File: src/rtl/vic_pkg.sv
package vic_pkg;

  localparam int ADDR_W = 2;

  typedef enum logic [ADDR_W-1:0] {
    ADDR_VEC_HI = 2'd0,
    ADDR_VEC_LO = 2'd1,
    ADDR_CTRL   = 2'd2,
    ADDR_TMR    = 2'd3
  } regAddr_e;

  // Source-select codes in control bits[1:0]
  localparam logic [1:0] CODE_EXT_ONLY = 2'b01;
  localparam logic [1:0] CODE_TMR_ONLY = 2'b11;

  // Strobes from control to datapath
  typedef struct packed {
    logic wrHi;
    logic wrLo;
    logic wrCtrl;
    logic wrTmr;
  } regStrobe_t;

endpackage

File: src/rtl/vic_sync.sv
module vic_sync #(
  parameter int   STAGES    = 2,
  parameter logic RESET_VAL = 1'b1
) (
  input  logic clk,
  input  logic rst_n,
  input  logic din,
  output logic dout
);

  logic [STAGES-1:0] chain;

  always_ff @(posedge clk or negedge rst_n) begin
    if (!rst_n) chain[0] <= RESET_VAL;
    else        chain[0] <= din;
  end

  for (genvar i = 1; i < STAGES; i++) begin : g_stage
    always_ff @(posedge clk or negedge rst_n) begin
      if (!rst_n) chain[i] <= RESET_VAL;
      else        chain[i] <= chain[i-1];
    end
  end

  assign dout = chain[STAGES-1];

endmodule

File: src/rtl/vic_ctrl.sv
module vic_ctrl
  import vic_pkg::*;
#(
  parameter int DATA_W      = 8,
  parameter int SYNC_STAGES = 2
) (
  input  logic              clk,
  input  logic              rst_n,
  input  logic [ADDR_W-1:0] regAddr,
  input  logic              regWrEn,
  input  logic [DATA_W-1:0] regWrData,
  input  logic              extIrqN,
  input  logic              prioInN,
  input  logic              timerExpire,
  output regStrobe_t        strobe,
  output logic              extEn,
  output logic              tmrEn,
  output logic              reqFlop,
  output logic              reqLive,
  output logic              irqReq,
  output logic              timerLoad,
  output logic [DATA_W-1:0] timerLoadData
);

  logic extSync;
  logic extPrev;
  logic extFall;
  logic setReq;
  logic clrReq;

  // Address decode into strobes
  always_comb begin
    strobe        = '0;
    strobe.wrHi   = regWrEn && (regAddr == ADDR_VEC_HI);
    strobe.wrLo   = regWrEn && (regAddr == ADDR_VEC_LO);
    strobe.wrCtrl = regWrEn && (regAddr == ADDR_CTRL);
    strobe.wrTmr  = regWrEn && (regAddr == ADDR_TMR);
  end

  // External line: synchronize, then detect a falling edge
  vic_sync #(
    .STAGES   (SYNC_STAGES),
    .RESET_VAL(1'b1)
  ) u_extSync (
    .clk  (clk),
    .rst_n(rst_n),
    .din  (extIrqN),
    .dout (extSync)
  );

  always_ff @(posedge clk or negedge rst_n) begin
    if (!rst_n) extPrev <= 1'b1;
    else        extPrev <= extSync;
  end

  assign extFall = extPrev & ~extSync;

  // Source enables: exactly one or none
  always_ff @(posedge clk or negedge rst_n) begin
    if (!rst_n) begin
      extEn <= 1'b0;
      tmrEn <= 1'b0;
    end else if (strobe.wrCtrl) begin
      extEn <= (regWrData[1:0] == CODE_EXT_ONLY);
      tmrEn <= (regWrData[1:0] == CODE_TMR_ONLY);
    end
  end

  // Request flip-flop: clear has priority
  assign setReq = (extFall & extEn) | (timerExpire & tmrEn);
  assign clrReq = strobe.wrTmr;

  always_ff @(posedge clk or negedge rst_n) begin
    if (!rst_n)      reqFlop <= 1'b0;
    else if (clrReq) reqFlop <= 1'b0;
    else if (setReq) reqFlop <= 1'b1;
  end

  assign reqLive = reqFlop & (extEn | tmrEn) & ~prioInN;

  always_ff @(posedge clk or negedge rst_n) begin
    if (!rst_n) irqReq <= 1'b0;
    else        irqReq <= reqLive;
  end

  // Pass-through to the timer
  always_ff @(posedge clk or negedge rst_n) begin
    if (!rst_n) begin
      timerLoad     <= 1'b0;
      timerLoadData <= '0;
    end else begin
      timerLoad <= strobe.wrTmr;
      if (strobe.wrTmr) timerLoadData <= regWrData;
    end
  end

endmodule

File: src/rtl/vic_datapath.sv
module vic_datapath
  import vic_pkg::*;
#(
  parameter int DATA_W  = 8,
  parameter int SRC_BIT = 7,
  localparam int VEC_W  = 2 * DATA_W
) (
  input  logic              clk,
  input  logic              rst_n,
  input  regStrobe_t        strobe,
  input  logic [ADDR_W-1:0] regAddr,
  input  logic [DATA_W-1:0] regWrData,
  input  logic              reqLive,
  input  logic              extEn,
  output logic [DATA_W-1:0] regRdData,
  output logic [VEC_W-1:0]  irqVector
);

  logic [DATA_W-1:0] vecHi;
  logic [DATA_W-1:0] vecLo;
  logic [VEC_W-1:0]  srcVector;

  // Vector bytes carry no reset value
  always_ff @(posedge clk) begin
    if (strobe.wrHi) vecHi <= regWrData;
    if (strobe.wrLo) vecLo <= regWrData;
  end

  always_comb begin
    case (regAddr)
      ADDR_VEC_HI: regRdData = vecHi;
      ADDR_VEC_LO: regRdData = vecLo;
      default:     regRdData = '0;
    endcase
  end

  always_comb begin
    srcVector          = {vecHi, vecLo};
    srcVector[SRC_BIT] = extEn;
  end

  always_ff @(posedge clk or negedge rst_n) begin
    if (!rst_n) irqVector <= '0;
    else        irqVector <= reqLive ? srcVector : '0;
  end

endmodule

File: src/rtl/vic_irq_ctrl.sv
module vic_irq_ctrl
  import vic_pkg::*;
#(
  parameter int DATA_W      = 8,
  parameter int SYNC_STAGES = 2,
  parameter int SRC_BIT     = 7,
  localparam int VEC_W      = 2 * DATA_W
) (
  input  logic              clk,
  input  logic              rst_n,
  input  logic [ADDR_W-1:0] regAddr,
  input  logic              regWrEn,
  input  logic [DATA_W-1:0] regWrData,
  output logic [DATA_W-1:0] regRdData,
  input  logic              extIrqN,
  input  logic              prioInN,
  input  logic              timerExpire,
  output logic              irqReq,
  output logic [VEC_W-1:0]  irqVector,
  output logic              timerLoad,
  output logic [DATA_W-1:0] timerLoadData
);

  regStrobe_t strobe;
  logic       extEn;
  logic       tmrEn;
  logic       reqFlop;
  logic       reqLive;

  vic_ctrl #(
    .DATA_W     (DATA_W),
    .SYNC_STAGES(SYNC_STAGES)
  ) u_ctrl (
    .clk          (clk),
    .rst_n        (rst_n),
    .regAddr      (regAddr),
    .regWrEn      (regWrEn),
    .regWrData    (regWrData),
    .extIrqN      (extIrqN),
    .prioInN      (prioInN),
    .timerExpire  (timerExpire),
    .strobe       (strobe),
    .extEn        (extEn),
    .tmrEn        (tmrEn),
    .reqFlop      (reqFlop),
    .reqLive      (reqLive),
    .irqReq       (irqReq),
    .timerLoad    (timerLoad),
    .timerLoadData(timerLoadData)
  );

  vic_datapath #(
    .DATA_W (DATA_W),
    .SRC_BIT(SRC_BIT)
  ) u_dp (
    .clk      (clk),
    .rst_n    (rst_n),
    .strobe   (strobe),
    .regAddr  (regAddr),
    .regWrData(regWrData),
    .reqLive  (reqLive),
    .extEn    (extEn),
    .regRdData(regRdData),
    .irqVector(irqVector)
  );

endmodule

File: config.mk
export PLATFORM = sky130hd
export DESIGN_NAME = vic_irq_ctrl
export DESIGN_NICKNAME = d
export VERILOG_FILES = /design/src/rtl/vic_pkg.sv /design/src/rtl/vic_sync.sv /design/src/rtl/vic_ctrl.sv /design/src/rtl/vic_datapath.sv /design/src/rtl/vic_irq_ctrl.sv
export SDC_FILE = /design/constraint.sdc
export NUM_CORES = 1
export LEC_CHECK = 0
export CAP_MARGIN = 10
export CORE_ASPECT_RATIO = 0.8
export CORE_MARGIN = 5
export CORE_UTILIZATION = 42
export DETAILED_ROUTE_END_ITERATION = 7
export GPL_TIMING_DRIVEN = 0
export PLACE_DENSITY = 0.84
export SLEW_MARGIN = 10
export SYNTH_ARGS = -nofsm -noshare
export SYNTH_HDL_FRONTEND = slang
export SYNTH_SLANG_ARGS = --single-unit
File: constraint.sdc
create_clock -name clk -period 1.01 [get_ports clk]
set_input_delay 0.202 -clock clk [delete_from_list [all_inputs] [get_ports clk]]
set_output_delay 0.202 -clock clk [all_outputs]
set_load 0.005 [all_outputs]
==> metrics list, run 1 <==
- The checks that failed: setup timing.
* Post-synthesis xor/xnor area fraction: 0%
- In this run the count of I/O pins placed on the die edge is 50.
* Max-Slew Margin vs Limit: 72.5%
- CTS tree: yes
- Static Leakage: 0.00122 uW
* Count of input and output buffers: between 40 and 50
- Vias post-DR: around 1200
* Post-Layout Inst Area: approximately 2600 um^2
- Most numerous cell in the Yosys netlist: sky130_fd_sc_hd__dfrtp_1
- The total overflow left after global routing is 0.
* Switching share of power: about a quarter
- The analysis attributes to net switching a power of approximately 1100 uW.
* HP Class: input pin to flip-flop
- The worst hold path begins at regAddr[0].
- Final max-slew violation count: 0
* Worst Hold Slack: approximately 270 ps
- CP Data Required Time: slightly above 800 ps
- The path with the worst hold slack has its endpoint at u_ctrl.timerLoad.
- Internal reg-to-reg setup slack: around 10 ps
- The worst register-to-register path begins at u_ctrl.reqFlop.
- Combined area of all synthesized cells: ~1800 um^2
- In the final routed layout, each cell accounts on average for ~17 um.
- The die is ~84 um wide.
- The initial utilization of the core area, before any placement, comes to between 40% and 50%.
- Dominant combinational cell family by area after synthesis: simple AND/OR/NAND/NOR gates
- CP max stage delay: about 420 ps
- Synthesis Warnings: 0
- Summing the areas of all fa, ha and maj instances in the mapped netlist gives 0% of the synthesized area.
- Run status: complete, but fails checks
- Final core utilization: just over 60%
* Yosys top cell area share: between 30% and 40%
- Vias in the first global route: approximately 1300
* Post-synth top area cell: sky130_fd_sc_hd__dfrtp_1
- R2r worst-path depth: 4
* Achievable Freq: around 800 MHz
- Clock-pin slew of the registers on the worst-case setup and hold paths: about 80 ps
- In this design, the largest share of critical-path delay is due to flip-flops.
- Synthesis handed over a netlist of 110 instances.
* Fraction of the yosys area taken by sequential cells: 69.6%
* Share of total power in combinational logic: around a fifth
- Initial antenna violation count: 0
- Skew-Pair Late Insertion Delay: roughly 300 ps
- Counting along the longest clock path gives a buffer depth of 2.
* Number of CTS-inserted buffers: 5
* CP max stage cell: sky130_fd_sc_hd__edfxtp_1
* Share of cells above drive strength 1: between 50% and 60%
* Worst voltage drop across the vdd grid: roughly 1.0 mV
- Cell row count: 21
- The number of buffers and inverters on the critical path is 1.
- Cells along the critical path: mux2i_1, nor2_1, buf_2
- Drt via density: approximately 4.8
- Wire length of the first global-routing pass: 6510 um
* Synth Net Count: roughly 130
- At the end of the flow, the number of nets in the layout was between 200 and 250.
- The critical path runs through a total of 3 cells.
* Crit end category: output pin
* Final cycle utilization of the critical path: 125%
- For this block, the initial DRC count from the detailed router was 38.
- Simple-gate share of the synthesized area: 14.4%
- The internal power of the cells totals roughly 3200 uW.
* Core region area: 4230 um^2
- Averaged over all synthesized cells, the footprint is 16.8 um^2.
- Number of inserted diodes: 0
* Final hold violation count: 0
- Post-synth top flop: sky130_fd_sc_hd__dfrtp_1
* Wire length reported by the detailed router: 4140 um
- Final-report setup violation count: 16
- On the final layout, the worst clock skew is 6.92 ps.
- After synthesis, the share of cell area in mux cells is between 10% and 20%.
- DIE AREA: between 5000 and 6000 um^2
- The root buffer cell chosen for the clock tree is sky130_fd_sc_hd__clkbuf_8.
- Number of search-and-repair iterations in the first detailed-routing pass: 4
- Synthesis instantiated 20 different standard cells from the library.
- Area Overhead vs Synth: 40.0%
* Setup slack after layout: -254 ps
- Number of DRC violations after detailed routing: 0
* Hold path depth: 3
* Worst-path fanout max: 2
- The HPWL after detailed placement is between 2000 and 3000 um.
- RD Place Congestion: ~0.72
- Cell Pwr Density: ~1700 nW/um^2
* Category of the worst setup path launch point: flip-flop
- Clock tree sinks: 48
- The synthesized design contains 16 enable-type register cells.
- The detail route stage leaves a number of antenna-violating nets equal to 0.
* Maxcap violations: 0
- Actual slew at the worst max-slew pin: 412 ps
* Worst r2r dst: u_dp.irqVector[2]
- Global routing used between 10% and 20% of the available tracks.
* Async SR Flop Fraction: 66.7%
- The setup path with the least slack is of type flip-flop to output pin.
- Number of synthesized register bits: between 40 and 50
- Minimum period implied by the final worst setup slack: around 1300 ps
- Data arrives at the worst endpoint at 1060 ps.
- The share of total power dissipated in sequential elements is 53.5%.
- Area after DPL: 2420 um^2
* Maximum number of pins on one net before global-route repair: 33
- Area fraction in compound gates after synthesis: less than 1%
* Number of levels in the clock H-tree: 2
- Clock share of power: between 20% and 30%
- By count the netlist is led by sky130_fd_sc_hd__dfrtp_1 (29), sky130_fd_sc_hd__edfxtp_1 (16), sky130_fd_sc_hd__mux2i_1 (10), sky130_fd_sc_hd__nor2_1 (10), sky130_fd_sc_hd__nor3b_2 (9).
* Cells taking the most area after synthesis: sky130_fd_sc_hd__dfrtp_1 (39%), sky130_fd_sc_hd__edfxtp_1 (26%), sky130_fd_sc_hd__mux2_4 (6.5%), sky130_fd_sc_hd__nor3b_2 (6.1%), sky130_fd_sc_hd__mux2i_1 (5.4%)
- RSZ-0062 raised after global routing: yes
- Die extent in y: between 60 and 70 um
repair_timing:
action | CTS | global route
endpoints found under the setup margin | 68 | 73
buffers inserted | 8 | 10
resized for setup | 151 | 10
pin swaps | 5 | 5
endpoints found under the hold margin | 29 | 0
hold buffers | 1 | 0
gates cloned | 2 | 1
stage by stage:
| step | cells | power (uW) | worst slack, ps | setup TNS (ps) |
|---|---|---|---|---|
| 6_report | 246 | 4290 | -254 | -1850 |
| 5_1_grt | 246 | 4480 | -315 | -2930 |
| 4_1_cts | 235 | 4160 | -233 | -1860 |
| 3_5_place_dp | 216 | 3150 | -897 | -26090 |
| 3_3_place_gp | 216 | 3120 | -886 | -46510 |
| 2_1_floorplan | 110 | 2680 | 6.28 | 0 |
worst max path at each step:
| stage | from | to | slack (ps) |
|---|---|---|---|
| 2_1_floorplan | regAddr[0] | u_dp.vecHi[0] | 6 |
| 3_3_place_gp | regAddr[0] | regRdData[4] | -890 |
| 3_5_place_dp | regAddr[0] | regRdData[3] | -900 |
| 4_1_cts | u_dp.vecLo[1] | regRdData[1] | -230 |
| 5_1_grt | u_dp.vecHi[7] | regRdData[7] | -320 |
| 6_report | u_dp.vecHi[0] | regRdData[0] | -250 |
final cells by class:
cell class	instances	area, um^2
timing repair buffer	71	509
sequential	48	1280
inverter	3	18.8
clock inverter	1	5.00
clock buffer	7	76.3
multi-input combinational	54	554
fill	310	1650
buffer	5	65.1
tap	57	71.3
flip-flops by register name, summed over array words and instances, names as in the netlist:
signal,flops
u_dp.irqVector,16
u_ctrl.timerLoadData,8
u_dp.vecHi,8
u_dp.vecLo,8
u_ctrl.extEn,1
u_ctrl.extPrev,1
u_ctrl.irqReq,1
u_ctrl.reqFlop,1
u_ctrl.timerLoad,1
u_ctrl.tmrEn,1
u_ctrl.u_extSync.chain,1
u_ctrl.u_extSync.dout,1
worst reg2reg max path, cell delays in order (launching register included):
cell,delay (ps)
sky130_fd_sc_hd__dfrtp_1,400
sky130_fd_sc_hd__nand2b_4,60
sky130_fd_sc_hd__buf_6,140
sky130_fd_sc_hd__buf_4,150
sky130_fd_sc_hd__nor3b_2,170
logic make-up (layout without fill, tap and decap cells):
kind of cell / after synthesis / in the layout
AND/OR/NAND/NOR: 34 / 34
multiplexers: 18 / 18
buffers and inverters: 8 / 87
flip-flops: 48 / 48
AO/OA/AOI/OAI: 2 / 2
cells in the final DEF, fill, tap and decap left out, drive strengths merged, types with 2 or more instances in the layout:
cell / instances
buf: 60
dfrtp: 29
dfstp: 3
nor2: 11
mux2i: 10
a21oi: 2
edfxtp: 16
nand2b: 2
mux2: 8
clkdlybuf4s50: 11
inv: 3
clkbuf: 9
nand3b: 2
nor3b: 16
power groups by stage:
stage	combinational (uW)	sequential, uW	clock [uW]
floorplan	357	2320	0
CTS	764	2290	1100
detailed placement	823	2320	0
global placement	808	2310	0
global route	987	2310	1170
finish	916	2290	1080
layer usage:
metal | vias to the layer above | part of all wire (%) | global-route usage, %
met1 | 584 | 42 | 18.1
met5 | - | 0 | 0
li1 | 536 | - | -
met3 | 8 | 7.2 | 4.16
met2 | 43 | 49 | 23.5
met4 | 0 | 2.2 | 8.04
Note: power is estimated with default switching activity, not from simulation.
==> run 2, diff against run 1 <==
--- a/config.mk
+++ b/config.mk
@@ -10,6 +10,7 @@
 export CORE_MARGIN = 5
 export CORE_UTILIZATION = 42
 export DETAILED_ROUTE_END_ITERATION = 7
+export GPL_ROUTABILITY_DRIVEN = 0
 export GPL_TIMING_DRIVEN = 0
 export PLACE_DENSITY = 0.84
 export SLEW_MARGIN = 10
==> results of run 2 <==
The final DEF is identical to that of run 1; final timing and power are the same.
==> run 3, diff against run 2 <==
--- a/config.mk
+++ b/config.mk
@@ -12,8 +12,9 @@
 export DETAILED_ROUTE_END_ITERATION = 7
 export GPL_ROUTABILITY_DRIVEN = 0
 export GPL_TIMING_DRIVEN = 0
-export PLACE_DENSITY = 0.84
+export PLACE_DENSITY = 0.85
 export SLEW_MARGIN = 10
 export SYNTH_ARGS = -nofsm -noshare
 export SYNTH_HDL_FRONTEND = slang
+export SYNTH_HIERARCHICAL = 1
 export SYNTH_SLANG_ARGS = --single-unit
==> run 3 against run 2 <==
  * The flow still finishes with violations (setup timing)
  * Fmax decreased by 2.7%
  * Non-clock buffer count decreased by 10
  * Combinational power decreased by 33%
  * Total power decreased by 8.6%
  * Clock power decreased by 4%
  * Core utilization decreased by 1.1 points
  * Critical endpoint is now regRdData[1]
  * Critical path type unchanged
  * Setup slack got worse by 35 ps
  * Routed wire length decreased by 18%
  * Synthesized cell count decreased by 3.6%
  * Highest routed layer unchanged
==> metrics list, run 3 <==
- Run status: complete, but fails checks (unchanged)
- Violations in the final reports: setup timing (unchanged).
* Count of input and output buffers: 49 (unchanged)
- Leading cell type in the layout, fill and taps excluded: sky130_fd_sc_hd__buf_2 (unchanged)
- Startpoint of the worst setup timing path: u_dp/vecLo[1] (was u_dp.vecHi[0])
* CP Data Required Time: 810 ps (about the same)
- The y dimension of the die is 67.2 um (was 69.3 um).
* Clock tree sinks: 48 (unchanged)
- Skew-Pair Late Insertion Delay: 290 ps (was 300 ps)
- Vias post-DR: 1035 (was 1171)
- CP max stage cell: sky130_fd_sc_hd__edfxtp_1 (unchanged)
- Global-route total usage across every layer: 14.0% (was 14.7%)
* Cells along the critical path: mux2i_1, nor2_1, buf_2 (unchanged)
- The part of the cycle the worst path needs was 129% (was 125%).
- The aggregate routed wire length is 3400 um (was 4140 um).
- Sequential cell area: 1280 um^2 (unchanged)
- The endpoint class of the critical path is an output pin (unchanged).
- Wire length of the first global-routing pass: 5560 um (was 6510 um)
- Max-Slew Margin vs Limit: 72.2% (was 72.5%)
* Crit path kind: flip-flop to output pin (unchanged)
- Final #Nets: 192 (was 204)
- Static Leakage: 0.00111 uW (was 0.00122 uW)
* Number of inserted diodes: 0 (unchanged)
- DIE AREA: 5470 um^2 (was 5830 um^2)
- The post-layout total power is 3920 uW (was 4290 uW).
- The number of optimization iterations in the first detailed-route pass is 4 (unchanged).
- The number of buffers created by CTS is 5 (unchanged).
- The remaining global-route overflow is 0 (unchanged).
- Cell Pwr Density: 1680 nW/um^2 (was 1660 nW/um^2)
* Maxcap violations: 0 (unchanged)
* Cell row count: 20 (was 21)
- The number of buffers on the longest clock path came to 2 (unchanged).
* Initial antenna violation count: 0 (unchanged)
- Filler cell count in the final layout: 296 (was 310)
- The proportion of layout cells with a drive suffix above 1 is 46.6% (was 52.4%).
- The area inside the core boundary was 3880 um^2 (was 4230 um^2).
* Vias in the first global route: 1193 (was 1302)
* Average detailed-routed wire length per instance: 14.7 um (was 16.8 um)
* Final hold violation count: 0 (unchanged)
* Category of the worst setup path launch point: flip-flop (unchanged)
* Maximum number of pins on one net before global-route repair: 33 (unchanged)
* Number of DRC violations after detailed-routing iteration 0: 29 (was 38)
- Area Overhead vs Synth: 35.6% (was 40.0%)
- Post-detailed-route count of antenna-violating nets: 0 (unchanged)
- Actual slew at the worst max-slew pin: 417 ps (was 412 ps)
* Flip-flop count of the largest register after layout: 16 (unchanged)
* HP Class: input pin to flip-flop (unchanged)
- The final setup violation count is 26 (was 16).
- The final-layout setup total negative slack is -2570 ps (was -1850 ps).
* Register with the highest flop count: u_dp/irqVector (was u_dp.irqVector)
* Instance count after placement with tap cells included: 210 (was 216)
* Mean instance size in the synthesized netlist: 16.2 um^2 (was 16.8 um^2)
- The startpoint of the lowest-slack hold path was regAddr[1] (was regAddr[0]).
- The H-tree depth is 2 (unchanged).
* Number of DRC violations after detailed routing: 0 (unchanged)
- The total count of max-transition violations in the final report was 0 (unchanged).
* Final core utilization: 60.0% (was 61.1%)
- The critical path data arrival time came to 1100 ps (was 1060 ps).
- Combined area of all synthesized cells: 1720 um^2 (was 1850 um^2)
- The highest achievable clock rate was 770 MHz (was 791 MHz).
- Buffer type at the clock tree root: sky130_fd_sc_hd__clkbuf_8 (unchanged)
* Clock-pin slew of the registers on the worst-case setup and hold paths: 80 ps (about the same)
* Post-route clock skew: 3.92 ps (was 6.92 ps)
- Buf/Inv on CP: 1 (unchanged)
- RSZ-0062 raised after global routing: yes (unchanged).
- Worst voltage drop across the vdd grid: 1.16 mV (was 1.00 mV)
- The final instance count without filler cells was 231 (was 246).
- Instance count of the mapped netlist: 106 (was 110)
- The area of the multi-input gates came to 429 um^2 (was 554 um^2).
- Minimum period implied by the final worst setup slack: 1300 ps (was 1260 ps)
- Top delay family on crit path: flip-flops (unchanged)
- The effective utilization at floorplan was 44.2% (was 43.7%).
- Post-DP HPWL: 2420 um (was 2620 um)
* Drt via density: 4.48 (was 4.76)
- Most frequent cells in the layout: sky130_fd_sc_hd__buf_2 (35), sky130_fd_sc_hd__dfrtp_1 (29), sky130_fd_sc_hd__edfxtp_1 (16), sky130_fd_sc_hd__buf_4 (13), sky130_fd_sc_hd__and2_1 (12) (was sky130_fd_sc_hd__buf_2 (35), sky130_fd_sc_hd__dfrtp_1 (29), sky130_fd_sc_hd__buf_4 (17), sky130_fd_sc_hd__edfxtp_1 (16)).
* Beginning of the worst register-to-register path: u_ctrl/extEn (was u_ctrl.reqFlop)
- The post-route worst setup slack came to -289 ps (was -254 ps).
- The number of warning messages in the yosys log came to 6 (was 0).
- The number of nets in the synthesized netlist was 122 (was 126).
* Boundary Pins: 50 (unchanged)
- The TritonCTS clock tree is yes (unchanged).
* CP max stage delay: 420 ps (about the same)
* Die Width: 81.5 um (was 84.1 um)
- Worst-path fanout max: 2 (unchanged)
-- run 3: worst register-to-register path, cell delays in order, from the launching register on --
cell                      delay (ps)
sky130_fd_sc_hd__dfrtp_1         370
sky130_fd_sc_hd__nor2_2           50
sky130_fd_sc_hd__nor3b_2         270
sky130_fd_sc_hd__buf_4           200
sky130_fd_sc_hd__and2_4          140
-- run 3: layout make-up --
cell class,count,share of cell area [%]
Buffer,3,1.29
Sequential cell,48,55.2
Timing Repair Buffer,63,18.1
Multi-Input combinational cell,53,18.5
Tap cell,55,2.96
Clock inverter,2,0.538
Clock buffer,5,2.96
Inverter,2,0.430
-- run 3: final timing paths --
| kind | slack, ps | cells after the start | endpoint |
|---|---|---|---|
| setup / recovery | -290 | 3 | regRdData[1] |
| hold / removal | 300 | 3 | u_ctrl/timerLoad |
| setup reg to reg | -60 | 4 | u_dp/irqVector[7] |
| hold reg to reg | 360 | 0 | u_ctrl/u_extSync/dout |
| max in group asynchronous | 290 | 2 | u_ctrl/extPrev |
| min in group asynchronous | 400 | 2 | u_ctrl/timerLoadData[0] |
-- run 3: what timing repair did --
action                                  4_1_cts  5_1_grt
endpoints found under the setup margin       76       83
resized for setup                           149        7
hold buffers                                  1        0
pin swaps                                    14        9
setup buffers                                 8        4
hold endpoints to repair                     29        0
gates cloned                                  1        0
-- run 3: where the power goes --
| part | switching, uW | internal (uW) |
|---|---|---|
| Combinational | 261 | 352 |
| Sequential | 74.9 | 2190 |
| Clock | 568 | 468 |
-- run 3: metal layers --
metal  part of all wire (%)  vias to the layer above  GRT usage, %
met5                      0                        -             0
li1                       -                      496             -
met3                    7.2                        3          4.93
met1                     38                      501          14.5
met4                    1.1                        0          5.91
met2                     54                       35          25.7
-- run 3: metrics by stage --
stage / instance area [um^2] / hold slack [ps] / setup WS, ps
2_1_floorplan: 1730 / -93.6 / -19.0
3_3_place_gp: 2280 / 347 / -892
3_5_place_dp: 2280 / 276 / -933
4_1_cts: 2290 / 300 / -265
5_1_grt: 2330 / 297 / -337
6_report: 2330 / 303 / -289
